## src/rtl/rgn_tlb_pkg.sv

```systemverilog
package rgn_tlb_pkg;
  localparam int VA_W    = 64;
  localparam int RGN_W   = 3;
  localparam int PG_W    = 12;
  localparam int RID_W   = 24;
  localparam int PA_W    = 48;
  localparam int ENTRIES = 16;
endpackage

```

## src/rtl/rgn_regfile.sv

```systemverilog
module rgn_regfile #(
  parameter int RGN_W = rgn_tlb_pkg::RGN_W,
  parameter int RID_W = rgn_tlb_pkg::RID_W
) (
  input  logic             clk,
  input  logic             rst_n,
  input  logic             wr_en,
  input  logic [RGN_W-1:0] wr_idx,
  input  logic [RID_W-1:0] wr_rid,
  input  logic             ser,
  input  logic [RGN_W-1:0] rd_idx,
  output logic [RID_W-1:0] rd_rid
);
  localparam int NUM_RGN = 1 << RGN_W;

  logic [NUM_RGN-1:0][RID_W-1:0] stage_q;
  logic [NUM_RGN-1:0][RID_W-1:0] live_q;

  always_ff @(posedge clk or negedge rst_n) begin
    if (!rst_n) begin
      stage_q <= '0;
      live_q  <= '0;
    end else begin
      if (wr_en) stage_q[wr_idx] <= wr_rid;
      if (ser)   live_q <= stage_q;
    end
  end

  assign rd_rid = live_q[rd_idx];

  // live values move only on a serialize strobe
  a_r4_live_needs_serialize: assert property (@(posedge clk) disable iff (!rst_n)
    !ser |=> $stable(live_q));
endmodule

```

## src/rtl/tlb_cam.sv

```systemverilog
module tlb_cam #(
  parameter int ENTRIES = rgn_tlb_pkg::ENTRIES,
  parameter int RID_W   = rgn_tlb_pkg::RID_W,
  parameter int VPN_W   = 49,
  parameter int PPN_W   = 36,
  localparam int IDX_W  = $clog2(ENTRIES)
) (
  input  logic               clk,
  input  logic               rst_n,
  input  logic [RID_W-1:0]   lk_rid,
  input  logic [VPN_W-1:0]   lk_vpn,
  output logic [ENTRIES-1:0] lk_hit_vec,
  output logic [PPN_W-1:0]   lk_ppn,
  input  logic [RID_W-1:0]   ins_rid,
  input  logic [VPN_W-1:0]   ins_vpn,
  input  logic [PPN_W-1:0]   ins_ppn,
  output logic [ENTRIES-1:0] ins_match_vec,
  input  logic               wr_en,
  input  logic [IDX_W-1:0]   wr_idx,
  input  logic               purge_en,
  input  logic [RID_W-1:0]   purge_rid,
  output logic [ENTRIES-1:0] valid_vec
);
  logic [ENTRIES-1:0]             vld_q;
  logic [ENTRIES-1:0][RID_W-1:0]  rid_q;
  logic [ENTRIES-1:0][VPN_W-1:0]  vpn_q;
  logic [ENTRIES-1:0][PPN_W-1:0]  ppn_q;

  always_ff @(posedge clk or negedge rst_n) begin
    if (!rst_n) begin
      vld_q <= '0;
      rid_q <= '0;
      vpn_q <= '0;
      ppn_q <= '0;
    end else begin
      for (int i = 0; i < ENTRIES; i++)
        if (purge_en && vld_q[i] && (rid_q[i] == purge_rid)) vld_q[i] <= 1'b0;
      if (wr_en) begin
        vld_q[wr_idx] <= 1'b1;
        rid_q[wr_idx] <= ins_rid;
        vpn_q[wr_idx] <= ins_vpn;
        ppn_q[wr_idx] <= ins_ppn;
      end
    end
  end

  for (genvar g = 0; g < ENTRIES; g++) begin : g_cmp
    assign lk_hit_vec[g]    = vld_q[g] && (rid_q[g] == lk_rid)  && (vpn_q[g] == lk_vpn);
    assign ins_match_vec[g] = vld_q[g] && (rid_q[g] == ins_rid) && (vpn_q[g] == ins_vpn);
  end

  always_comb begin
    lk_ppn = '0;
    for (int i = 0; i < ENTRIES; i++)
      if (lk_hit_vec[i]) lk_ppn = lk_ppn | ppn_q[i];
  end

  assign valid_vec = vld_q;

  function automatic logic tag_present(input logic [ENTRIES-1:0] v,
                                       input logic [ENTRIES-1:0][RID_W-1:0] t,
                                       input logic [RID_W-1:0] r);
    logic f;
    f = 1'b0;
    for (int i = 0; i < ENTRIES; i++) if (v[i] && t[i] == r) f = 1'b1;
    return f;
  endfunction

  // no two valid entries share identifier and page
  a_r6_single_match: assert property (@(posedge clk) disable iff (!rst_n)
    $onehot0(lk_hit_vec) && $onehot0(ins_match_vec));
  // a purged identifier is gone after the edge
  a_r8_purge_clears: assert property (@(posedge clk) disable iff (!rst_n)
    purge_en |=> !tag_present(vld_q, rid_q, $past(purge_rid)));
  // without a purge no entry ever turns invalid
  a_r5_no_silent_drop: assert property (@(posedge clk) disable iff (!rst_n)
    !purge_en |=> (($past(vld_q) & ~vld_q) == '0));
endmodule

```

## src/rtl/tlb_alloc.sv

```systemverilog
module tlb_alloc #(
  parameter int ENTRIES = rgn_tlb_pkg::ENTRIES,
  localparam int IDX_W  = $clog2(ENTRIES)
) (
  input  logic               clk,
  input  logic               rst_n,
  input  logic               ins_fire,
  input  logic [ENTRIES-1:0] match_vec,
  input  logic [ENTRIES-1:0] valid_vec,
  output logic [IDX_W-1:0]   slot
);
  logic [IDX_W-1:0] ptr_q;
  logic [IDX_W-1:0] match_idx;
  logic [IDX_W-1:0] free_idx;
  logic             any_match;
  logic             full;

  always_comb begin
    match_idx = '0;
    free_idx  = '0;
    for (int i = ENTRIES - 1; i >= 0; i--) begin
      if (match_vec[i])  match_idx = IDX_W'(i);
      if (!valid_vec[i]) free_idx  = IDX_W'(i);
    end
  end

  assign any_match = |match_vec;
  assign full      = &valid_vec;
  assign slot      = any_match ? match_idx : (full ? ptr_q : free_idx);

  always_ff @(posedge clk or negedge rst_n) begin
    if (!rst_n) ptr_q <= '0;
    else if (ins_fire && !any_match && full)
      ptr_q <= (ptr_q == IDX_W'(ENTRIES - 1)) ? '0 : ptr_q + 1'b1;
  end

  // pointer moves only with an accepted insert
  a_r7_ptr_hold: assert property (@(posedge clk) disable iff (!rst_n)
    !ins_fire |=> $stable(ptr_q));
  // a fresh insert never lands on a valid entry while a free one exists
  a_r7_fill_free_first: assert property (@(posedge clk) disable iff (!rst_n)
    (ins_fire && !any_match && !full) |-> !valid_vec[slot]);
endmodule

```

## src/rtl/rgn_tag_tlb.sv

```systemverilog
module rgn_tag_tlb #(
  parameter int VA_W    = rgn_tlb_pkg::VA_W,
  parameter int RGN_W   = rgn_tlb_pkg::RGN_W,
  parameter int PG_W    = rgn_tlb_pkg::PG_W,
  parameter int RID_W   = rgn_tlb_pkg::RID_W,
  parameter int PA_W    = rgn_tlb_pkg::PA_W,
  parameter int ENTRIES = rgn_tlb_pkg::ENTRIES,
  localparam int VPN_W  = VA_W - RGN_W - PG_W,
  localparam int PPN_W  = PA_W - PG_W
) (
  input  logic             clk,
  input  logic             rst_n,
  input  logic             rr_wr_en,
  input  logic [RGN_W-1:0] rr_wr_idx,
  input  logic [RID_W-1:0] rr_wr_rid,
  input  logic             rr_serialize,
  input  logic             ins_valid,
  output logic             ins_ready,
  input  logic [RID_W-1:0] ins_rid,
  input  logic [VPN_W-1:0] ins_vpn,
  input  logic [PPN_W-1:0] ins_ppn,
  input  logic             purge_valid,
  input  logic [RID_W-1:0] purge_rid,
  input  logic             lk_valid,
  input  logic [VA_W-1:0]  lk_vaddr,
  output logic             lk_hit,
  output logic [PA_W-1:0]  lk_paddr
);
  localparam int IDX_W = $clog2(ENTRIES);

  logic [RGN_W-1:0]   lk_rgn;
  logic [VPN_W-1:0]   lk_vpn;
  logic [RID_W-1:0]   lk_rid;
  logic [ENTRIES-1:0] hit_vec;
  logic [ENTRIES-1:0] match_vec;
  logic [ENTRIES-1:0] valid_vec;
  logic [PPN_W-1:0]   hit_ppn;
  logic [IDX_W-1:0]   slot;
  logic               ins_fire;

  assign lk_rgn    = lk_vaddr[VA_W-1 -: RGN_W];
  assign lk_vpn    = lk_vaddr[VA_W-RGN_W-1:PG_W];
  assign ins_ready = !purge_valid;
  assign ins_fire  = ins_valid && ins_ready;

  rgn_regfile #(.RGN_W(RGN_W), .RID_W(RID_W)) u_rr (
    .clk(clk), .rst_n(rst_n),
    .wr_en(rr_wr_en), .wr_idx(rr_wr_idx), .wr_rid(rr_wr_rid),
    .ser(rr_serialize), .rd_idx(lk_rgn), .rd_rid(lk_rid)
  );

  tlb_cam #(.ENTRIES(ENTRIES), .RID_W(RID_W), .VPN_W(VPN_W), .PPN_W(PPN_W)) u_cam (
    .clk(clk), .rst_n(rst_n),
    .lk_rid(lk_rid), .lk_vpn(lk_vpn), .lk_hit_vec(hit_vec), .lk_ppn(hit_ppn),
    .ins_rid(ins_rid), .ins_vpn(ins_vpn), .ins_ppn(ins_ppn), .ins_match_vec(match_vec),
    .wr_en(ins_fire), .wr_idx(slot),
    .purge_en(purge_valid), .purge_rid(purge_rid),
    .valid_vec(valid_vec)
  );

  tlb_alloc #(.ENTRIES(ENTRIES)) u_alloc (
    .clk(clk), .rst_n(rst_n), .ins_fire(ins_fire),
    .match_vec(match_vec), .valid_vec(valid_vec), .slot(slot)
  );

  assign lk_hit   = lk_valid && (|hit_vec);
  assign lk_paddr = lk_hit ? {hit_ppn, lk_vaddr[PG_W-1:0]} : '0;

  // a miss never leaks an address
  a_r10_miss_zero: assert property (@(posedge clk) disable iff (!rst_n)
    !lk_hit |-> (lk_paddr == '0));
endmodule

```

## config.mk

```make
export PLATFORM = sky130hd
export DESIGN_NAME = rgn_tag_tlb
export DESIGN_NICKNAME = d
export VERILOG_FILES = /design/src/rtl/rgn_tlb_pkg.sv /design/src/rtl/rgn_regfile.sv /design/src/rtl/tlb_cam.sv /design/src/rtl/tlb_alloc.sv /design/src/rtl/rgn_tag_tlb.sv
export SDC_FILE = /design/constraint.sdc
export NUM_CORES = 2
export LEC_CHECK = 0
export ABC_CLOCK_PERIOD_IN_PS = 3900
export BUFFER_PORTS_ARGS = -buffer_cell sky130_fd_sc_hd__buf_4
export CELL_PAD_IN_SITES_DETAIL_PLACEMENT = 1
export CELL_PAD_IN_SITES_GLOBAL_PLACEMENT = 1
export CORE_MARGIN = 4
export CORE_UTILIZATION = 52
export CTS_BUF_LIST = sky130_fd_sc_hd__clkbuf_16
export CTS_CLUSTER_DIAMETER = 60
export DETAILED_ROUTE_END_ITERATION = 8
export MAX_ROUTING_LAYER = met4
export PLACE_DENSITY_LB_ADDON = 0.12
export SETUP_SLACK_MARGIN = 0.1
export SKIP_CTS_REPAIR_TIMING = 1
export SLEW_MARGIN = 5
export SYNTH_ARGS = -nofsm -noshare
export SYNTH_HDL_FRONTEND = slang
export SYNTH_SLANG_ARGS = --single-unit
```

## constraint.sdc

```tcl
create_clock -name clk -period 3.9 [get_ports clk]
set_input_delay 0.195 -clock clk [delete_from_list [all_inputs] [get_ports clk]]
set_output_delay 0.195 -clock clk [all_outputs]
set_load 0.02 [all_outputs]
```

==> impl_metrics.json, run 1 <==
{
  "synthArstFlopShare": 1.000,
  "die_h_um": 483.8,
  "yosysMostFrequentCell": "dfrtp_1",
  "yosysSeqAreaShare": 0.4566,
  "cts.sinks": 2148,
  "rows": 174,
  "status": "did not finish",
  "synth-xor-area-share": 0.1676,
  "cts_max_level": 4,
  "synth_flop_cell": "dfrtp_1",
  "synth_fa_ha_area_frac": 0.0001063,
  "synth-seq-cells": 2148,
  "synthMuxAreaShare": 0.2152,
  "synth_edf_count": 0,
  "synth_area_leaders": "dfrtp_1, mux2_1, xnor2_1, xor2_1, mux2_2",
  "grt_first_pass_wirelength_mm": 1195,
  "cts_buffers": 238,
  "synthSimpleGateAreaFrac": 0.06475,
  "root_buffer": "clkbuf_16",
  "synth_commonest_cells": "dfrtp_1, xnor2_1, mux2_1",
  "synth_top_area_cell": "dfrtp_1",
  "synth_fp_nets": 9963,
  "io_pins": 281,
  "grt.overflow.total": 281,
  "grt_max_degree": 129,
  "synth_cell_types": 73,
  "io_buffers": 280,
  "synth.top_cell.area_share": 0.4566,
  "synth_top_family_by_area": "multiplexers",
  "gp_congestion": 1.256,
  "lastStage": "global routing",
  "synth_compound_area_frac": 0.05291,
  "die_w_um": 483.8,
  "grt_pass1_vias": 134600,
  "netlist_area_um2": 117700,
  "cts_buffer_depth": 3,
  "error": "[ERROR GRT-0116] Global routing finished with congestion. Check the congestion regions in the DRC Viewer.",
  "syn_area_per_cell_um2": 12.10,
  "hpwlAfterDp_mm": 586.4,
  "yosysWarnings": 0,
  "initial_utilization": 0.5230,
  "gr-usage-all-layers": 0.7530,
  "synthCells": 9731
}
## stage by stage
step | cells | setup TNS, ns | hold slack [ns] | setup WS, ns | instance area (µm²)
3_3_place_gp | 15190 | -3383.77 | 0.2654 | -2.251 | 146900
3_5_place_dp | 15200 | -3526.03 | 0.2805 | -2.226 | 147000
2_1_floorplan | 9731 | 0 | -0.1006 | 0.1387 | 117700
4_1_cts | 15640 | -3277.16 | -0.6817 | -2.407 | 154600
## layer usage
| metal | overflow | global-route usage |
|---|---|---|
| met5 | - | - |
| met4 | 145 | 0.7219 |
| met3 | 4 | 0.5486 |
| met2 | 131 | 0.9125 |
| met1 | 1 | 0.7621 |
## cells by family after synthesis
logic type                 after synthesis
xor gates and xnor gates              2253
muxes                                 2202
DFF                                   2148
and+or+nand+nor                       1233
buffers and inverters                 1113
AOI/OAI and AO/OA                      781
adders and majority gates                1
==> run 2, diff against run 1 <==
--- a/config.mk
+++ b/config.mk
@@ -7,16 +7,10 @@
 export LEC_CHECK = 0
 export ABC_CLOCK_PERIOD_IN_PS = 3900
 export BUFFER_PORTS_ARGS = -buffer_cell sky130_fd_sc_hd__buf_4
-export CELL_PAD_IN_SITES_DETAIL_PLACEMENT = 1
-export CELL_PAD_IN_SITES_GLOBAL_PLACEMENT = 1
 export CORE_MARGIN = 4
-export CORE_UTILIZATION = 52
-export CTS_BUF_LIST = sky130_fd_sc_hd__clkbuf_16
-export CTS_CLUSTER_DIAMETER = 60
+export CORE_UTILIZATION = 40
 export DETAILED_ROUTE_END_ITERATION = 8
-export MAX_ROUTING_LAYER = met4
-export PLACE_DENSITY_LB_ADDON = 0.12
-export SETUP_SLACK_MARGIN = 0.1
+export PLACE_DENSITY_LB_ADDON = 0.15
 export SKIP_CTS_REPAIR_TIMING = 1
 export SLEW_MARGIN = 5
 export SYNTH_ARGS = -nofsm -noshare
==> run 2 against run 1 <==
The flow now finishes, with violations (hold timing, setup timing). Synthesized cell count is the same. Area after synthesis is the same.
==> impl_metrics.json, run 2 <==
{
  "io_pins": 281,
  "setup_viol": 1813,
  "synth_fp_nets": 9963,
  "violations": "hold timing, setup timing",
  "grt_pass1_vias": 103900,
  "critPathArrivalTime_ns": 5.01,
  "dr.first_iter.drc_count": 14260,
  "seq_area_um2": 53760,
  "place_inst": 16250,
  "worstPathRequired_ns": 3.70,
  "synthArstFlopShare": 1.000,
  "die-area_um2": 303100,
  "io_buffers": 280,
  "power.leakage_uw": 0.07558,
  "rsz0062_at_grt": "yes",
  "cts.sinks": 2148,
  "netlist_area_um2": 117700,
  "gp_congestion": 1.081,
  "slew_violations": 0,
  "grt_first_pass_wirelength_mm": 942.8,
  "grt.overflow.total": 0,
  "relSlewSlack": 0.1919,
  "reg2reg_from": "u_cam.rid_q[263]",
  "path_clk_slew_ns": 0.06,
  "grt_util_met1": 0.5687,
  "mostFrequentLayoutCells": "buf_4, dfrtp_1, xnor2_1",
  "synth_commonest_cells": "dfrtp_1, xnor2_1, mux2_1",
  "power.density_nw_per_um2": 719.2,
  "comb_power_share": 0.453,
  "holdCritStartpoint": "ins_rid[11]",
  "synth_area_leaders": "dfrtp_1, mux2_1, xnor2_1, xor2_1, mux2_2",
  "final_util": 0.5577,
  "cp-start-kind": "register",
  "fin_crit_ns": 5.207,
  "vias": 105400,
  "stdcell_count": 17020,
  "grt_util_met2": 0.6879,
  "top_usage_layer": "met2",
  "synth.top_cell.area_share": 0.4566,
  "max_freq_ghz": 0.1920,
  "switching_share": 0.3916,
  "clock_latency_ns": 0.95,
  "final_common_cell": "buf_4",
  "coreArea_um2": 292100,
  "tightest_slew_ns": 1.201,
  "yosysSeqAreaShare": 0.4566,
  "clockPowerShare": 0.221,
  "finalSetupTns_ns": -1985.65,
  "worstSetupEndpointType": "primary output",
  "antenna_found_initial": 111,
  "maxCapViolCount": 0,
  "finalCritPeriodShare": 1.335,
  "r2r-end": "u_cam.ppn_q[368]",
  "largest_reg_flops": 784,
  "grt_use_met3": 0.1113,
  "hp-class": "in2reg",
  "drcViolationCount": 0,
  "fillers": 24780,
  "hpwlAfterDp_mm": 570.5,
  "seq_power_share": 0.325,
  "synth-seq-cells": 2148,
  "reg2reg_depth": 21,
  "synth_edf_count": 0,
  "finalNetCount": 13080,
  "setup.worst_path.class": "reg2out",
  "yosysMostFrequentCell": "dfrtp_1",
  "power.internal_uw": 71280,
  "fin_skew_ns": 0.07974,
  "rows": 198,
  "hold_end": "u_cam.rid_q[131]",
  "syn2layout_area_growth_pct": 38.35,
  "power.net_switching_uw": 45870,
  "yosysWarnings": 0,
  "drive_gt1_frac": 0.3762,
  "max-vdd-ir-drop_mv": 0.5176,
  "syn_area_per_cell_um2": 12.10,
  "gr-usage-all-layers": 0.4651,
  "initial_utilization": 0.4031,
  "synth_cell_types": 73,
  "wirelength_mm": 742.1,
  "hold_viol": 10,
  "path_max_fanout": 7,
  "cts_tree": "yes",
  "layout_setup_ws_ns": -1.307,
  "status": "finished with violations",
  "root_buffer": "clkbuf_16",
  "cts_max_level": 5,
  "antenna_left": 0,
  "multiInputGateArea_um2": 60840,
  "die_h_um": 550.5,
  "grt_max_degree": 152,
  "viasPerCell": 6.191,
  "holdWs_ns": -0.01655,
  "synth_top_area_cell": "dfrtp_1",
  "synthCells": 9731,
  "top_regs": "u_cam.vpn_q x784, u_cam.ppn_q x576, u_cam.rid_q x384",
  "drt-pass1-iter-count": 7,
  "final_area_um2": 162900,
  "ff2ff_setup_slack_ns": -1.02,
  "holdPathStages": 4,
  "die_w_um": 550.5,
  "cts_buffer_depth": 4,
  "cts_buffers": 267,
  "wl_per_cell_um": 43.61,
  "dpl_cell_area_um2": 149000,
  "regMostFlops": "u_cam.vpn_q",
  "synth_flop_cell": "dfrtp_1"
}
## run 2: layer usage
| metal | vias to the layer above | share of wire |
|---|---|---|
| met3 | 2442 | 0.10 |
| met5 | - | 0.00049 |
| met2 | 7229 | 0.42 |
| li1 | 41060 | - |
| met4 | 32 | 0.11 |
| met1 | 54590 | 0.37 |
## run 2: cell type report
| class | instances | area share |
|---|---|---|
| clock inverter | 105 | 0.008511 |
| multi-input combinational | 6470 | 0.3735 |
| antenna | 58 | 0.0008911 |
| inverter | 346 | 0.008004 |
| timing repair buffer | 3619 | 0.2027 |
| sequential | 2148 | 0.3301 |
| tap | 3900 | 0.02996 |
| clock buffer | 372 | 0.04639 |
## run 2: kinds of logic (layout without fill, tap and decap cells)
family                   after synthesis  after routing  synth area share
XOR/XNOR                            2253           2253            0.1676
multiplexers                        2202           2202            0.2152
flip-flops                          2148           2148            0.4566
AND/OR/NAND/NOR                     1233           1233           0.06475
buffers and inverters               1113           4442           0.04290
AO/OA/AOI/OAI                        781            781           0.05291
adder cells (fa/ha/maj)                1              1         0.0001063
other                                  0             58                 0
## run 2: power by group through the flow
stage               clock network [µW]  logic, µW  registers, µW
finish                           25900      53100          38100
global route                     27000      54300          38500
CTS                              26000      50100          37600
detailed placement                   0      49800          37900
global placement                     0      49200          37500
floorplan                            0      21500          36800
## run 2: worst max-delay path by stage
stage,to,start,cells past startpoint,slack (ns)
2_1_floorplan,lk_paddr[44],lk_vaddr[62],14,0.14
3_3_place_gp,u_cam.vpn_q[302],ins_rid[15],19,-1.87
3_5_place_dp,u_cam.vpn_q[315],ins_rid[15],19,-1.91
4_1_cts,lk_paddr[12],u_rr.live_q[174],14,-2.21
5_1_grt,lk_paddr[36],u_cam.vpn_q[561],18,-1.31
6_report,lk_paddr[36],u_cam.vpn_q[581],18,-1.31
## run 2: worst max-delay path, stage by stage (launching register included)
cell	delay, ns
dfrtp_1	0.66
buf_4	0.20
xnor2_1	0.10
nand4_1	0.11
nor4_1	0.26
buf_4	0.25
nand4_1	0.11
buf_4	0.16
nor3_4	0.24
nand4_1	0.24
nor4_4	0.40
buf_12	0.20
nor4_4	0.07
nand4b_1	0.16
o21ai_4	0.09
buf_12	0.16
buf_16	0.16
a41oi_2	0.28
buf_4	0.20
## run 2: stage by stage
stage               setup slack, ns  power (µW)
global route                 -1.313      119800
finish                       -1.307      117100
detailed placement           -1.909       87740
CTS                          -2.213      113700
global placement             -1.866       86740
floorplan                    0.1387       58360
Power figures use the tool's default switching activity.
